[src/rtl/swchan_pkg.sv]
// Shared types and constants for the arbiter software channel.
// Assumes a 32-bit host data bus and at most four payload byte lanes.
package swchan_pkg;

    // Channel state; the encodings are visible in status bits 3:1.
    typedef enum logic [2:0] {
        ST_IDLE = 3'd0,
        ST_SEND = 3'd1,
        ST_WAIT = 3'd2,
        ST_HOLD = 3'd6
    } ch_state_e;

    localparam int OFS_W = 6;
    localparam logic [OFS_W-1:0] OFS_CMD  = 6'h00;
    localparam logic [OFS_W-1:0] OFS_WDAT = 6'h04;
    localparam logic [OFS_W-1:0] OFS_RDAT = 6'h14;
    localparam logic [OFS_W-1:0] OFS_CLR  = 6'h24;
    localparam logic [OFS_W-1:0] OFS_STAT = 6'h28;

    // Decoded command word (bit 28 of the host word is dropped).
    typedef struct packed {
        logic [1:0]  cls;
        logic        wr;
        logic [3:0]  sid;
        logic [7:0]  bcnt;
        logic [15:0] addr;
    } cmd_t;

    // Keeps byte lanes 0..nm1 and zeroes the rest.
    function automatic logic [31:0] lane_mask(input logic [1:0] nm1);
        logic [31:0] m;
        for (int i = 0; i < 4; i++) begin
            m[i*8 +: 8] = (i <= int'(nm1)) ? 8'hFF : 8'h00;
        end
        return m;
    endfunction

endpackage

[src/rtl/swchan_regs.sv]
// Host register window of one channel: address decode, write-data storage,
// command and valid-clear strobes, and the readback multiplexer.
// Assumes the window is aligned to 2**OFS_W bytes.
module swchan_regs
    import swchan_pkg::*;
#(
    parameter int ADDR_W    = 12,
    parameter int BANK_BASE = 32'hC00,
    parameter int CHAN_IDX  = 1
) (
    input  logic              clk,
    input  logic              rst_n,
    input  logic [ADDR_W-1:0] h_addr,
    input  logic              h_wr,
    input  logic [31:0]       h_wdata,
    output logic [31:0]       h_rdata,
    output logic              cmd_wr,
    output cmd_t              cmd_word,
    output logic              clr_wr,
    output logic [31:0]       wdata_q,
    input  ch_state_e         state,
    input  cmd_t              cmd_q,
    input  logic [31:0]       rdata_q
);
    localparam int STRIDE = 1 << OFS_W;
    localparam logic [ADDR_W-1:0] MY_BASE = ADDR_W'(BANK_BASE + CHAN_IDX * STRIDE);

    logic             hit;
    logic [OFS_W-1:0] off;

    // Window hit and in-window offset.
    always_comb begin
        hit = (h_addr[ADDR_W-1:OFS_W] == MY_BASE[ADDR_W-1:OFS_W]);
        off = h_addr[OFS_W-1:0];
    end

    // Write strobes toward the sequencer.
    always_comb begin
        cmd_wr   = h_wr && hit && (off == OFS_CMD);
        clr_wr   = h_wr && hit && (off == OFS_CLR) && h_wdata[0];
        cmd_word = '{cls: h_wdata[31:30], wr: h_wdata[29], sid: h_wdata[27:24],
                     bcnt: h_wdata[23:16], addr: h_wdata[15:0]};
    end

    // Write-data register, writable at any time.
    always_ff @(posedge clk) begin
        if (!rst_n)
            wdata_q <= '0;
        else if (h_wr && hit && (off == OFS_WDAT))
            wdata_q <= h_wdata;
    end

    // Readback multiplexer; unmapped locations return zero.
    always_comb begin
        h_rdata = '0;
        if (hit) begin
            case (off)
                OFS_CMD:  h_rdata = {cmd_q.cls, cmd_q.wr, 1'b0, cmd_q.sid, cmd_q.bcnt, cmd_q.addr};
                OFS_WDAT: h_rdata = wdata_q;
                OFS_RDAT: h_rdata = rdata_q;
                OFS_STAT: h_rdata = {28'd0, state, 1'b0};
                default:  h_rdata = '0;
            endcase
        end
    end

endmodule

[src/rtl/swchan_fsm.sv]
// Transfer sequencer: accepts a command in idle, presents one downstream
// request, and for reads captures and parks the response until valid-clear.
// Assumes at most one response per read request.
module swchan_fsm
    import swchan_pkg::*;
(
    input  logic        clk,
    input  logic        rst_n,
    input  logic        cmd_wr,
    input  cmd_t        cmd_word,
    input  logic        clr_wr,
    input  logic [31:0] wdata_q,
    output ch_state_e   state,
    output cmd_t        cmd_q,
    output logic [31:0] pay_q,
    output logic [31:0] rdata_q,
    output logic        req_valid,
    input  logic        req_ready,
    input  logic        rsp_valid,
    input  logic [31:0] rsp_data
);
    // Request is presented only in the send state.
    assign req_valid = (state == ST_SEND);

    // State transitions.
    always_ff @(posedge clk) begin
        if (!rst_n) begin
            state <= ST_IDLE;
        end else begin
            case (state)
                ST_IDLE: if (cmd_wr)    state <= ST_SEND;
                ST_SEND: if (req_ready) state <= cmd_q.wr ? ST_IDLE : ST_WAIT;
                ST_WAIT: if (rsp_valid) state <= ST_HOLD;
                ST_HOLD: if (clr_wr)    state <= ST_IDLE;
                default:                state <= ST_IDLE;
            endcase
        end
    end

    // Snapshot of command and masked payload at acceptance.
    always_ff @(posedge clk) begin
        if (!rst_n) begin
            cmd_q <= '0;
            pay_q <= '0;
        end else if (state == ST_IDLE && cmd_wr) begin
            cmd_q <= cmd_word;
            pay_q <= wdata_q & lane_mask(cmd_word.bcnt[1:0]);
        end
    end

    // Read data capture, masked to the requested byte count.
    always_ff @(posedge clk) begin
        if (!rst_n)
            rdata_q <= '0;
        else if (state == ST_WAIT && rsp_valid)
            rdata_q <= rsp_data & lane_mask(cmd_q.bcnt[1:0]);
    end

    p_state_legal_r4: assert property (@(posedge clk) disable iff (!rst_n)
        state inside {ST_IDLE, ST_SEND, ST_WAIT, ST_HOLD});

    p_write_done_r5: assert property (@(posedge clk) disable iff (!rst_n)
        (req_valid && req_ready && cmd_q.wr) |=> (state == ST_IDLE));

    p_hold_parks_r6: assert property (@(posedge clk) disable iff (!rst_n)
        (state == ST_HOLD && !clr_wr) |=> (state == ST_HOLD && $stable(rdata_q)));

    p_clear_exit_r7: assert property (@(posedge clk) disable iff (!rst_n)
        (state == ST_HOLD && clr_wr) |=> (state == ST_IDLE));

    p_clr_ignored_r8: assert property (@(posedge clk) disable iff (!rst_n)
        (state == ST_WAIT && !rsp_valid && clr_wr) |=> (state == ST_WAIT));

    p_busy_cmd_r9: assert property (@(posedge clk) disable iff (!rst_n)
        (state != ST_IDLE && cmd_wr) |=> $stable(cmd_q));

    p_req_stable_r11: assert property (@(posedge clk) disable iff (!rst_n)
        (req_valid && !req_ready) |=> (req_valid && $stable(cmd_q) && $stable(pay_q)));

endmodule

[src/rtl/pmarb_swchan.sv]
// Top of one arbiter software channel: host register window plus transfer
// sequencer driving a downstream valid/ready request and response port.
// Assumes the host bus is single-cycle and that reads are combinational.
module pmarb_swchan
    import swchan_pkg::*;
#(
    parameter int ADDR_W    = 12,
    parameter int BANK_BASE = 32'hC00,
    parameter int CHAN_IDX  = 1
) (
    input  logic              clk,
    input  logic              rst_n,
    input  logic [ADDR_W-1:0] h_addr,
    input  logic              h_wr,
    input  logic [31:0]       h_wdata,
    output logic [31:0]       h_rdata,
    output logic              req_valid,
    input  logic              req_ready,
    output logic [1:0]        req_class,
    output logic              req_write,
    output logic [3:0]        req_sid,
    output logic [7:0]        req_bcnt,
    output logic [15:0]       req_addr,
    output logic [31:0]       req_wdata,
    input  logic              rsp_valid,
    input  logic [31:0]       rsp_data
);
    logic        cmd_wr, clr_wr;
    cmd_t        cmd_word, cmd_q;
    logic [31:0] wdata_q, rdata_q, pay_q;
    ch_state_e   state;

    swchan_regs #(
        .ADDR_W(ADDR_W), .BANK_BASE(BANK_BASE), .CHAN_IDX(CHAN_IDX)
    ) u_regs (
        .clk(clk), .rst_n(rst_n), .h_addr(h_addr), .h_wr(h_wr),
        .h_wdata(h_wdata), .h_rdata(h_rdata), .cmd_wr(cmd_wr),
        .cmd_word(cmd_word), .clr_wr(clr_wr), .wdata_q(wdata_q),
        .state(state), .cmd_q(cmd_q), .rdata_q(rdata_q)
    );

    swchan_fsm u_fsm (
        .clk(clk), .rst_n(rst_n), .cmd_wr(cmd_wr), .cmd_word(cmd_word),
        .clr_wr(clr_wr), .wdata_q(wdata_q), .state(state), .cmd_q(cmd_q),
        .pay_q(pay_q), .rdata_q(rdata_q), .req_valid(req_valid),
        .req_ready(req_ready), .rsp_valid(rsp_valid), .rsp_data(rsp_data)
    );

    // Downstream request fields come from the accepted snapshot.
    always_comb begin
        req_class = cmd_q.cls;
        req_write = cmd_q.wr;
        req_sid   = cmd_q.sid;
        req_bcnt  = cmd_q.bcnt;
        req_addr  = cmd_q.addr;
        req_wdata = pay_q;
    end

endmodule

[config.mk]
export PLATFORM = sky130hd
export DESIGN_NAME = pmarb_swchan
export DESIGN_NICKNAME = d
export VERILOG_FILES = /design/src/rtl/swchan_pkg.sv /design/src/rtl/swchan_regs.sv /design/src/rtl/swchan_fsm.sv /design/src/rtl/pmarb_swchan.sv
export SDC_FILE = /design/constraint.sdc
export NUM_CORES = 1
export LEC_CHECK = 0
export ABC_AREA = 1
export BUFFER_PORTS_ARGS = -buffer_cell sky130_fd_sc_hd__buf_4
export CORE_MARGIN = 3
export CORE_UTILIZATION = 50
export CTS_BUF_LIST = sky130_fd_sc_hd__clkbuf_4 sky130_fd_sc_hd__clkbuf_8
export CTS_CLUSTER_DIAMETER = 120
export DETAILED_ROUTE_END_ITERATION = 8
export PLACE_DENSITY = 0.9
export SLEW_MARGIN = 20
export SYNTH_ARGS = -nofsm -noshare
export SYNTH_HDL_FRONTEND = slang
export SYNTH_SLANG_ARGS = --single-unit
[constraint.sdc]
create_clock -name clk -period 5.61 [get_ports clk]
set_clock_uncertainty 0.2 [all_clocks]
set_input_delay 1.4025 -clock clk [delete_from_list [all_inputs] [get_ports clk]]
set_output_delay 1.4025 -clock clk [all_outputs]
set_load 0.01 [all_outputs]
==> impl_metrics.csv, run 1 <==
group,metric,value,unit
grt,grt_pass1_vias,5337,
clock_network,clkTransAtPathRegs,70,ps
worst_setup_path,cp_max_fo,20,
logic_synthesis,synth_warnings,0,
floorplanning,die_w,110.9,um
power_and_ir_drop,vdd_drop_max,0.1522,mV
outcome,status,"complete, no violations",
floorplanning,chipHeight,110.9,um
clock_network,post_cts_resize_count,0,
detailed_routing,drt_iter0_markers,519,
clock_network,max-clock-path-buffers,2,
logic_synthesis,syn-cell-area,0.005505,mm2
worst_setup_path,cp_slowest_cell,"sky130_fd_sc_hd__inv_1",
clock_network,worstSkewPairLatency,430,ps
logic_synthesis,synthDistinctLibCells,27,
worst_setup_path,worst-endpoint-arrival,3370,ps
final_layout,fin_nets,991,
floorplanning,fp.dieArea,0.01231,mm2
detailed_routing,detail_route.vias_per_cell,5.418,
hold_path,holdCritStartpoint,"u_fsm.rdata_q[1]$_SDFFE_PN0P_",
logic_synthesis,synth_area_per_cell,7.253,um2
worst_setup_path,critical_path.startpoint_type,"primary input",
floorplanning,design.portCount,177,
placement,number_of_port_buffers,176,
logic_synthesis,post_synthesis_sequential_area_ratio,47.27,%
final_layout,antenna-diode-count,0,
floorplanning,fp-row-count,37,
detailed_routing,drcViolationCount,0,
detailed_routing,drtAntennaViolNets,0,
final_layout,relative_area_change_from_synthesis_to_final_layout,30.66,%
sta,report.final.hold_viol_count,0,
sta,post-route-min-period,4971,ps
sta,setup_total_negative_slack,0,ps
detailed_routing,drt-total-wl,16590,um
sta,worst-slew-pin-transition,958.9,ps
worst_setup_path,critPathRequiredTime,4010,ps
final_layout,num-fill-cells,894,
worst_setup_path,rr_startpoint,"u_fsm.state[0]$_SDFFE_PN0P_",
clock_network,cts.hold.buffers_added,0,
clock_network,cts.root.buffer_cell,"sky130_fd_sc_hd__clkbuf_8",
detailed_routing,drt_pass1_iterations,7,
flow_run,cap_violations,0,
sta,final_worst_setup_slack,638.8,ps
placement,placement.setup.worst_slack,657.1,ps
sta,clock.fmax,201.2,MHz
clock_network,cts_post_setup_buffers_inserted,0,
sta,final_critical_path_share_of_the_clock_period,88.61,%
grt,initial_antenna_violation_count,0,
final_layout,final_cell_mix,"sky130_fd_sc_hd__nand2_1, sky130_fd_sc_hd__buf_4, sky130_fd_sc_hd__dfxtp_1",
logic_synthesis,synth-seq-cells,130,
power_and_ir_drop,powerDensity,245.5,mW/mm2
clock_network,tritoncts,"yes",
sta,rsz0062_at_grt,"no",
clock_network,cts.htree.levels,4,
floorplanning,placeable_core_region,0.01051,mm2
detailed_routing,routed-via-count,5732,
final_layout,final_common_cell,"sky130_fd_sc_hd__nand2_1",
worst_setup_path,crit_path_frequent_cell,"sky130_fd_sc_hd__buf_4",
sta,drv_slew,0,
hold_path,worst_hold_path_type,"flop to flop",
grt,first_pass_grt_wire_length,26540,um
power_and_ir_drop,leak_pwr,2.934,nW
clock_network,cts.sinks,130,
worst_setup_path,cp_max_stage_delay,660,ps
floorplanning,initial_utilization,52.39,%
sta,max_slew_margin,35.98,%
worst_setup_path,path_cells,"buf_4 > nor3_1 > nand3_1 > buf_4 > nand3_1 > nand2_2 > inv_1 > nand2_1 > inv_1 > buf_4",
logic_synthesis,synth_fp_nets,840,
grt,grt_max_degree,67,
grt,grt_use_total,26.23,%
worst_setup_path,critical_path_start_end_classification,"primary input to output pin",
worst_setup_path,critical_path.endpoint_type,"output pin",
logic_synthesis,synthesis.instances,759,
grt,overflow,0,
placement,place_hpwl,10930,um
placement,place.gp.congestion,0.8618,
clock_network,cts-buffers-inserted,17,
detailed_routing,avgRoutedWirePerCell,15.68,um
worst_setup_path,crit_start,"h_addr[3]",
final_layout,drive_above_1_share,24.62,%
sta,setup-violations-final,0,
==> state kept, by name, indices dropped and copies added (netlist names) <==
signal	flops
u_fsm.rdata_q	32
u_fsm.pay_q	32
u_fsm.cmd_q	31
u_fsm.state	3
u_regs.wdata_q	32
==> routing by layer <==
layer / vias to the layer above / global-route usage, % / wire length, um
li1: 2786 / - / -
met1: 2628 / 33.74 / 6801
met2: 280 / 42.56 / 7842
met3: 38 / 6.332 / 1481
met4: 0 / 10.18 / 462
met5: - / 0 / 0
==> critical path, delay by kind of cell <==
kind	cells	cell delay (ps)
buffers and inverters	5	1200
AND/OR/NAND/NOR	5	750
==> synthesized netlist by cell type <==
cell type,instances,area (um2)
sky130_fd_sc_hd__a22oi_1,18,135.1
sky130_fd_sc_hd__nand3b_1,11,82.58
sky130_fd_sc_hd__clkinv_1,1,3.750
sky130_fd_sc_hd__nand3_1,24,120.1
sky130_fd_sc_hd__or2_2,1,6.260
sky130_fd_sc_hd__a21oi_1,101,505.5
sky130_fd_sc_hd__nor2_1,73,274.0
sky130_fd_sc_hd__nor3_1,2,10.01
sky130_fd_sc_hd__nor3_2,1,10.01
sky130_fd_sc_hd__nand3_2,1,10.01
sky130_fd_sc_hd__o21ai_0,62,310.3
sky130_fd_sc_hd__inv_2,3,11.26
sky130_fd_sc_hd__buf_4,11,82.58
sky130_fd_sc_hd__nor2_2,1,6.260
sky130_fd_sc_hd__nor2_4,2,22.52
sky130_fd_sc_hd__nand4_1,2,12.51
sky130_fd_sc_hd__nor2_8,1,20.02
sky130_fd_sc_hd__clkbuf_1,28,105.1
sky130_fd_sc_hd__a211oi_1,13,97.59
sky130_fd_sc_hd__nand2_1,186,698.2
sky130_fd_sc_hd__dfxtp_1,130,2603
sky130_fd_sc_hd__buf_1,2,7.510
sky130_fd_sc_hd__a31oi_1,13,81.33
sky130_fd_sc_hd__buf_2,10,50.05
sky130_fd_sc_hd__o22ai_1,2,12.51
sky130_fd_sc_hd__inv_1,59,221.5
sky130_fd_sc_hd__nand2_2,1,6.260
==> cell families after synthesis <==
group	Yosys count	share of synthesized area (%)
AO/OA/AOI/OAI	209	20.75
buffers and inverters	114	8.750
flip-flops	130	47.27
AND/OR/NAND/NOR	306	23.23
==> power by group <==
part           internal [W]  switching, W
combinational     0.0000414     0.0000423
sequential         0.000922  0.0000000596
clock              0.000387      0.000374
total               0.00135      0.000416
==> cell type report <==
cell class	instances	area, um2	share of cell area (%)
multi-input cells	515	2431	33.80
inverters	63	236.5	3.288
clock buffers	20	275.3	3.827
repair buffers	183	1374	19.10
well taps	136	170.2	2.366
flip-flops and latches	130	2603	36.18
clock inverters	11	103.9	1.444
==> final timing paths <==
path	endpoint	slack, ps	depth (start not counted)
setup / recovery	h_rdata[20]	640	10
hold / removal	u_fsm.rdata_q[1]$_SDFFE_PN0P_	250	2
setup reg to reg	u_fsm.pay_q[25]$_SDFFE_PN0P_	3410	7
hold reg to reg	u_fsm.rdata_q[1]$_SDFFE_PN0P_	250	2
==> stage by stage <==
stage / cell area [um2] / hold slack, ps / utilization (%) / instances / total power [W]
finish: 7193 / 246.2 / 68.45 / 1058 / 0.001766
global route: 7193 / 257.6 / 68.45 / 1058 / 0.001823
CTS: 7193 / 246.6 / 68.45 / 1058 / 0.001771
detailed placement: 6814 / 236.2 / 64.84 / 1027 / 0.001026
global placement: 6814 / 233.5 / 64.84 / 1027 / 0.001025
floorplan: 5505 / 223.1 / - / 759 / 0.0009702
(Power assumes the default switching activity.)
==> run 2: changes to the inputs <==
--- a/config.mk
+++ b/config.mk
@@ -5,7 +5,6 @@
 export SDC_FILE = /design/constraint.sdc
 export NUM_CORES = 1
 export LEC_CHECK = 0
-export ABC_AREA = 1
 export BUFFER_PORTS_ARGS = -buffer_cell sky130_fd_sc_hd__buf_4
 export CORE_MARGIN = 3
 export CORE_UTILIZATION = 50
==> impl_metrics.csv, run 2 <==
group,metric,value,unit
worst_setup_path,cp_max_stage_delay,580,ps
logic_synthesis,share_of_the_synthesized_area_in_the_top_cell_type,47.55,%
sta,worst-slew-pin-transition,780.1,ps
logic_synthesis,yosys-top-cells-count,"sky130_fd_sc_hd__nand2_1, sky130_fd_sc_hd__dfxtp_1, sky130_fd_sc_hd__a21oi_1",
worst_setup_path,critical_path_start_end_classification,"primary input to output pin",
logic_synthesis,synth_simple_gate_area_share,24.05,%
grt,overflow,0,
sta,report.final.hold_viol_count,0,
sta,final_critical_path_share_of_the_clock_period,86.55,%
power_and_ir_drop,switching_share,24.12,%
clock_network,cts_post_setup_buffers_inserted,0,
logic_synthesis,synth_compound_area_share,21.17,%
detailed_routing,detail_route.vias_per_cell,6.095,
worst_setup_path,worst-endpoint-arrival,3250,ps
worst_setup_path,critical_path_buf_inv_count,3,
logic_synthesis,synth_edf_count,0,
logic_synthesis,synth_warnings,0,
floorplanning,chipHeight,110.6,um
power_and_ir_drop,p_total,0.001887,W
final_layout,antenna-diode-count,0,
worst_setup_path,ff_to_ff_setup_slack,3380,ps
final_layout,largestRegisters,"u_fsm.pay_q (32), u_fsm.rdata_q (32), u_regs.wdata_q (32)",
logic_synthesis,synth_fp_nets,771,
worst_setup_path,critical_path.top_delay_family,"simple AND/OR/NAND/NOR gates",
floorplanning,die_w,110.6,um
grt,grt_max_degree,66,
clock_network,cts.sinks,130,
logic_synthesis,synthDistinctLibCells,39,
grt,grt_pass1_vias,5558,
logic_synthesis,synthesis.instances,690,
detailed_routing,drtAntennaViolNets,0,
clock_network,tritoncts,"yes",
floorplanning,fp.dieArea,0.01224,mm2
power_and_ir_drop,vdd_drop_max,0.1562,mV
clock_network,clkTransAtPathRegs,80,ps
detailed_routing,routed-via-count,5967,
sta,rsz0062_at_grt,"no",
detailed_routing,detailroute.wirelength.met3,2034,um
floorplanning,initial_utilization,52.31,%
clock_network,cts-buffers-inserted,17,
worst_setup_path,critical_path.endpoint_type,"output pin",
worst_setup_path,crit_path_frequent_cell,"sky130_fd_sc_hd__buf_4",
power_and_ir_drop,power_frac_seq,48.9,%
detailed_routing,route.top_layer_used,"met4",
power_and_ir_drop,leak_pwr,2.685,nW
clock_network,max-clock-path-buffers,2,
final_layout,final_cell_mix,"sky130_fd_sc_hd__buf_4, sky130_fd_sc_hd__nand2_1, sky130_fd_sc_hd__dfxtp_1",
final_layout,drive_above_1_share,28.23,%
logic_synthesis,synthAdderAreaFrac,0,%
detailed_routing,drt_pass1_iterations,9,
detailed_routing,drcViolationCount,4,
final_layout,final_common_cell,"sky130_fd_sc_hd__buf_4",
floorplanning,placeable_core_region,0.01046,mm2
clock_network,cts.root.buffer_cell,"sky130_fd_sc_hd__clkbuf_8",
sta,post-route-min-period,4856,ps
hold_path,hold_path_depth,2,
power_and_ir_drop,power.combinational.fraction,4.4,%
worst_setup_path,cp_max_fo,17,
logic_synthesis,synth_top_family_by_area,"simple AND/OR/NAND/NOR gates",
detailed_routing,drt_iter0_markers,792,
clock_network,worstSkewPairLatency,420,ps
worst_setup_path,critPathRequiredTime,4010,ps
logic_synthesis,ys.flop_type,"sky130_fd_sc_hd__dfxtp_1",
logic_synthesis,xor_and_xnor_fraction_of_the_mapped_netlist_area,0,%
placement,place_hpwl,12590,um
logic_synthesis,synth-seq-cells,130,
final_layout,relative_area_change_from_synthesis_to_final_layout,32.03,%
sta,drv_slew,0,
sta,max_slew_margin,47.60,%
logic_synthesis,synthMuxAreaShare,1.463,%
logic_synthesis,synth.area.top_cells,"sky130_fd_sc_hd__dfxtp_1, sky130_fd_sc_hd__a21oi_1, sky130_fd_sc_hd__nand2_1",
hold_path,holdCritStartpoint,"u_fsm.rdata_q[29]$_SDFFE_PN0P_",
hold_path,min_to,"u_fsm.rdata_q[29]$_SDFFE_PN0P_",
flow_run,cap_violations,0,
sta,clock.fmax,205.9,MHz
final_layout,fin_nets,911,
worst_setup_path,critical_path.startpoint_type,"primary input",
worst_setup_path,rr_startpoint,"u_fsm.state[2]$_SDFFE_PN0P_",
worst_setup_path,worst_r2r_endpoint,"u_fsm.pay_q[8]$_SDFFE_PN0P_",
worst_setup_path,timing.critical_path.depth,7,
detailed_routing,avgRoutedWirePerCell,18.78,um
grt,initial_antenna_violation_count,0,
floorplanning,fp-row-count,37,
logic_synthesis,syn-cell-area,0.005473,mm2
worst_setup_path,worstRegToRegCells,4,
logic_synthesis,synth_top_cell_by_area,"sky130_fd_sc_hd__dfxtp_1",
sta,setup_total_negative_slack,0,ps
power_and_ir_drop,internal-power,0.001431,W
worst_setup_path,cp_slowest_cell,"sky130_fd_sc_hd__nor3_2",
sta,setup-violations-final,0,
detailed_routing,drt-total-wl,18380,um
logic_synthesis,synth_area_per_cell,7.932,um2
logic_synthesis,post_synthesis_sequential_area_ratio,47.55,%
power_and_ir_drop,powerDensity,261.1,mW/mm2
detailed_routing,wl_met2,8427,um
outcome,status,"finished, violations left",
grt,first_pass_grt_wire_length,28780,um
worst_setup_path,path_cells,"buf_4 > or2_2 > nor3_2 > buf_4 > a222oi_1 > nor2_1 > buf_4",
clock_network,cts.hold.buffers_added,0,
detailed_routing,m1WireLength,7408,um
clock_network,post_cts_resize_count,0,
outcome,failed_checks,"design-rule violations",
floorplanning,design.portCount,177,
power_and_ir_drop,portion_of_total_power_attributed_to_the_clock_network,46.7,%
clock_network,cts.htree.levels,4,
power_and_ir_drop,total_switching_power,0.0004551,W
placement,place.gp.congestion,0.9306,
grt,grt_use_total,28.67,%
sta,timing.hold.ws,259.3,ps
logic_synthesis,async_s_r_ff_share_synth,0,%
placement,number_of_port_buffers,176,
logic_synthesis,most_numerous_cell_in_the_yosys_netlist,"sky130_fd_sc_hd__nand2_1",
hold_path,worst_hold_path_type,"flop to flop",
## run 2: stage by stage
step	utilization, %	cell area (um2)	cells	worst slack [ps]
after CTS	69.05	7224	979	819.3
after global placement	64.84	6784	947	812.4
after detailed placement	64.84	6784	947	836.0
final	69.06	7226	979	754.3
after floorplan	-	5473	690	1136
after global routing	69.06	7226	979	650.0
## run 2: layout make-up
| class | count | area, um2 |
|---|---|---|
| repair buffers | 189 | 1419 |
| clock inverters | 14 | 192.7 |
| flip-flops and latches | 130 | 2603 |
| inverters | 1 | 5.005 |
| clock buffers | 18 | 247.7 |
| well taps | 136 | 170.2 |
| fillers | 899 | 3237 |
| multi-input cells | 491 | 2589 |
## run 2: worst reg2reg max path, cell delays in order, from the launching register on
cell and delay (ps):
sky130_fd_sc_hd__dfxtp_1 390, sky130_fd_sc_hd__nor3_2 220, sky130_fd_sc_hd__or3b_4 620, sky130_fd_sc_hd__nor2_2 490
sky130_fd_sc_hd__o21ai_0 180
## run 2: kinds of logic (layout without fill, tap and decap cells)
group	Yosys count	in the layout
AO/OA/AOI/OAI	198	198
multiplexers	8	8
flip-flops	130	130
buffers and inverters	69	222
AND/OR/NAND/NOR	285	285
## run 2: power by group through the flow
stage / combinational (W) / sequential [W] / clock (W)
final: 0.0000832 / 0.000922 / 0.000882
after global routing: 0.0000881 / 0.000922 / 0.000924
after CTS: 0.0000820 / 0.000922 / 0.000887
after detailed placement: 0.0000814 / 0.000944 / 0
after global placement: 0.0000817 / 0.000944 / 0
after floorplan: 0.0000247 / 0.000944 / 0
## run 2: how the worst max path moves through the flow
| stage | from | to |
|---|---|---|
| after floorplan | h_addr[1] | h_rdata[3] |
| after global placement | h_addr[1] | h_rdata[19] |
| after detailed placement | h_addr[1] | h_rdata[17] |
| after CTS | h_addr[1] | h_rdata[17] |
| after global routing | h_addr[1] | h_rdata[17] |
| final | h_addr[1] | h_rdata[17] |
## run 2: metal layers
metal / vias to the layer above / track usage, %
met5: - / 0
met4: 0 / 11.25
met3: 50 / 8.767
met2: 424 / 44.01
met1: 2751 / 37.79
li1: 2742 / -
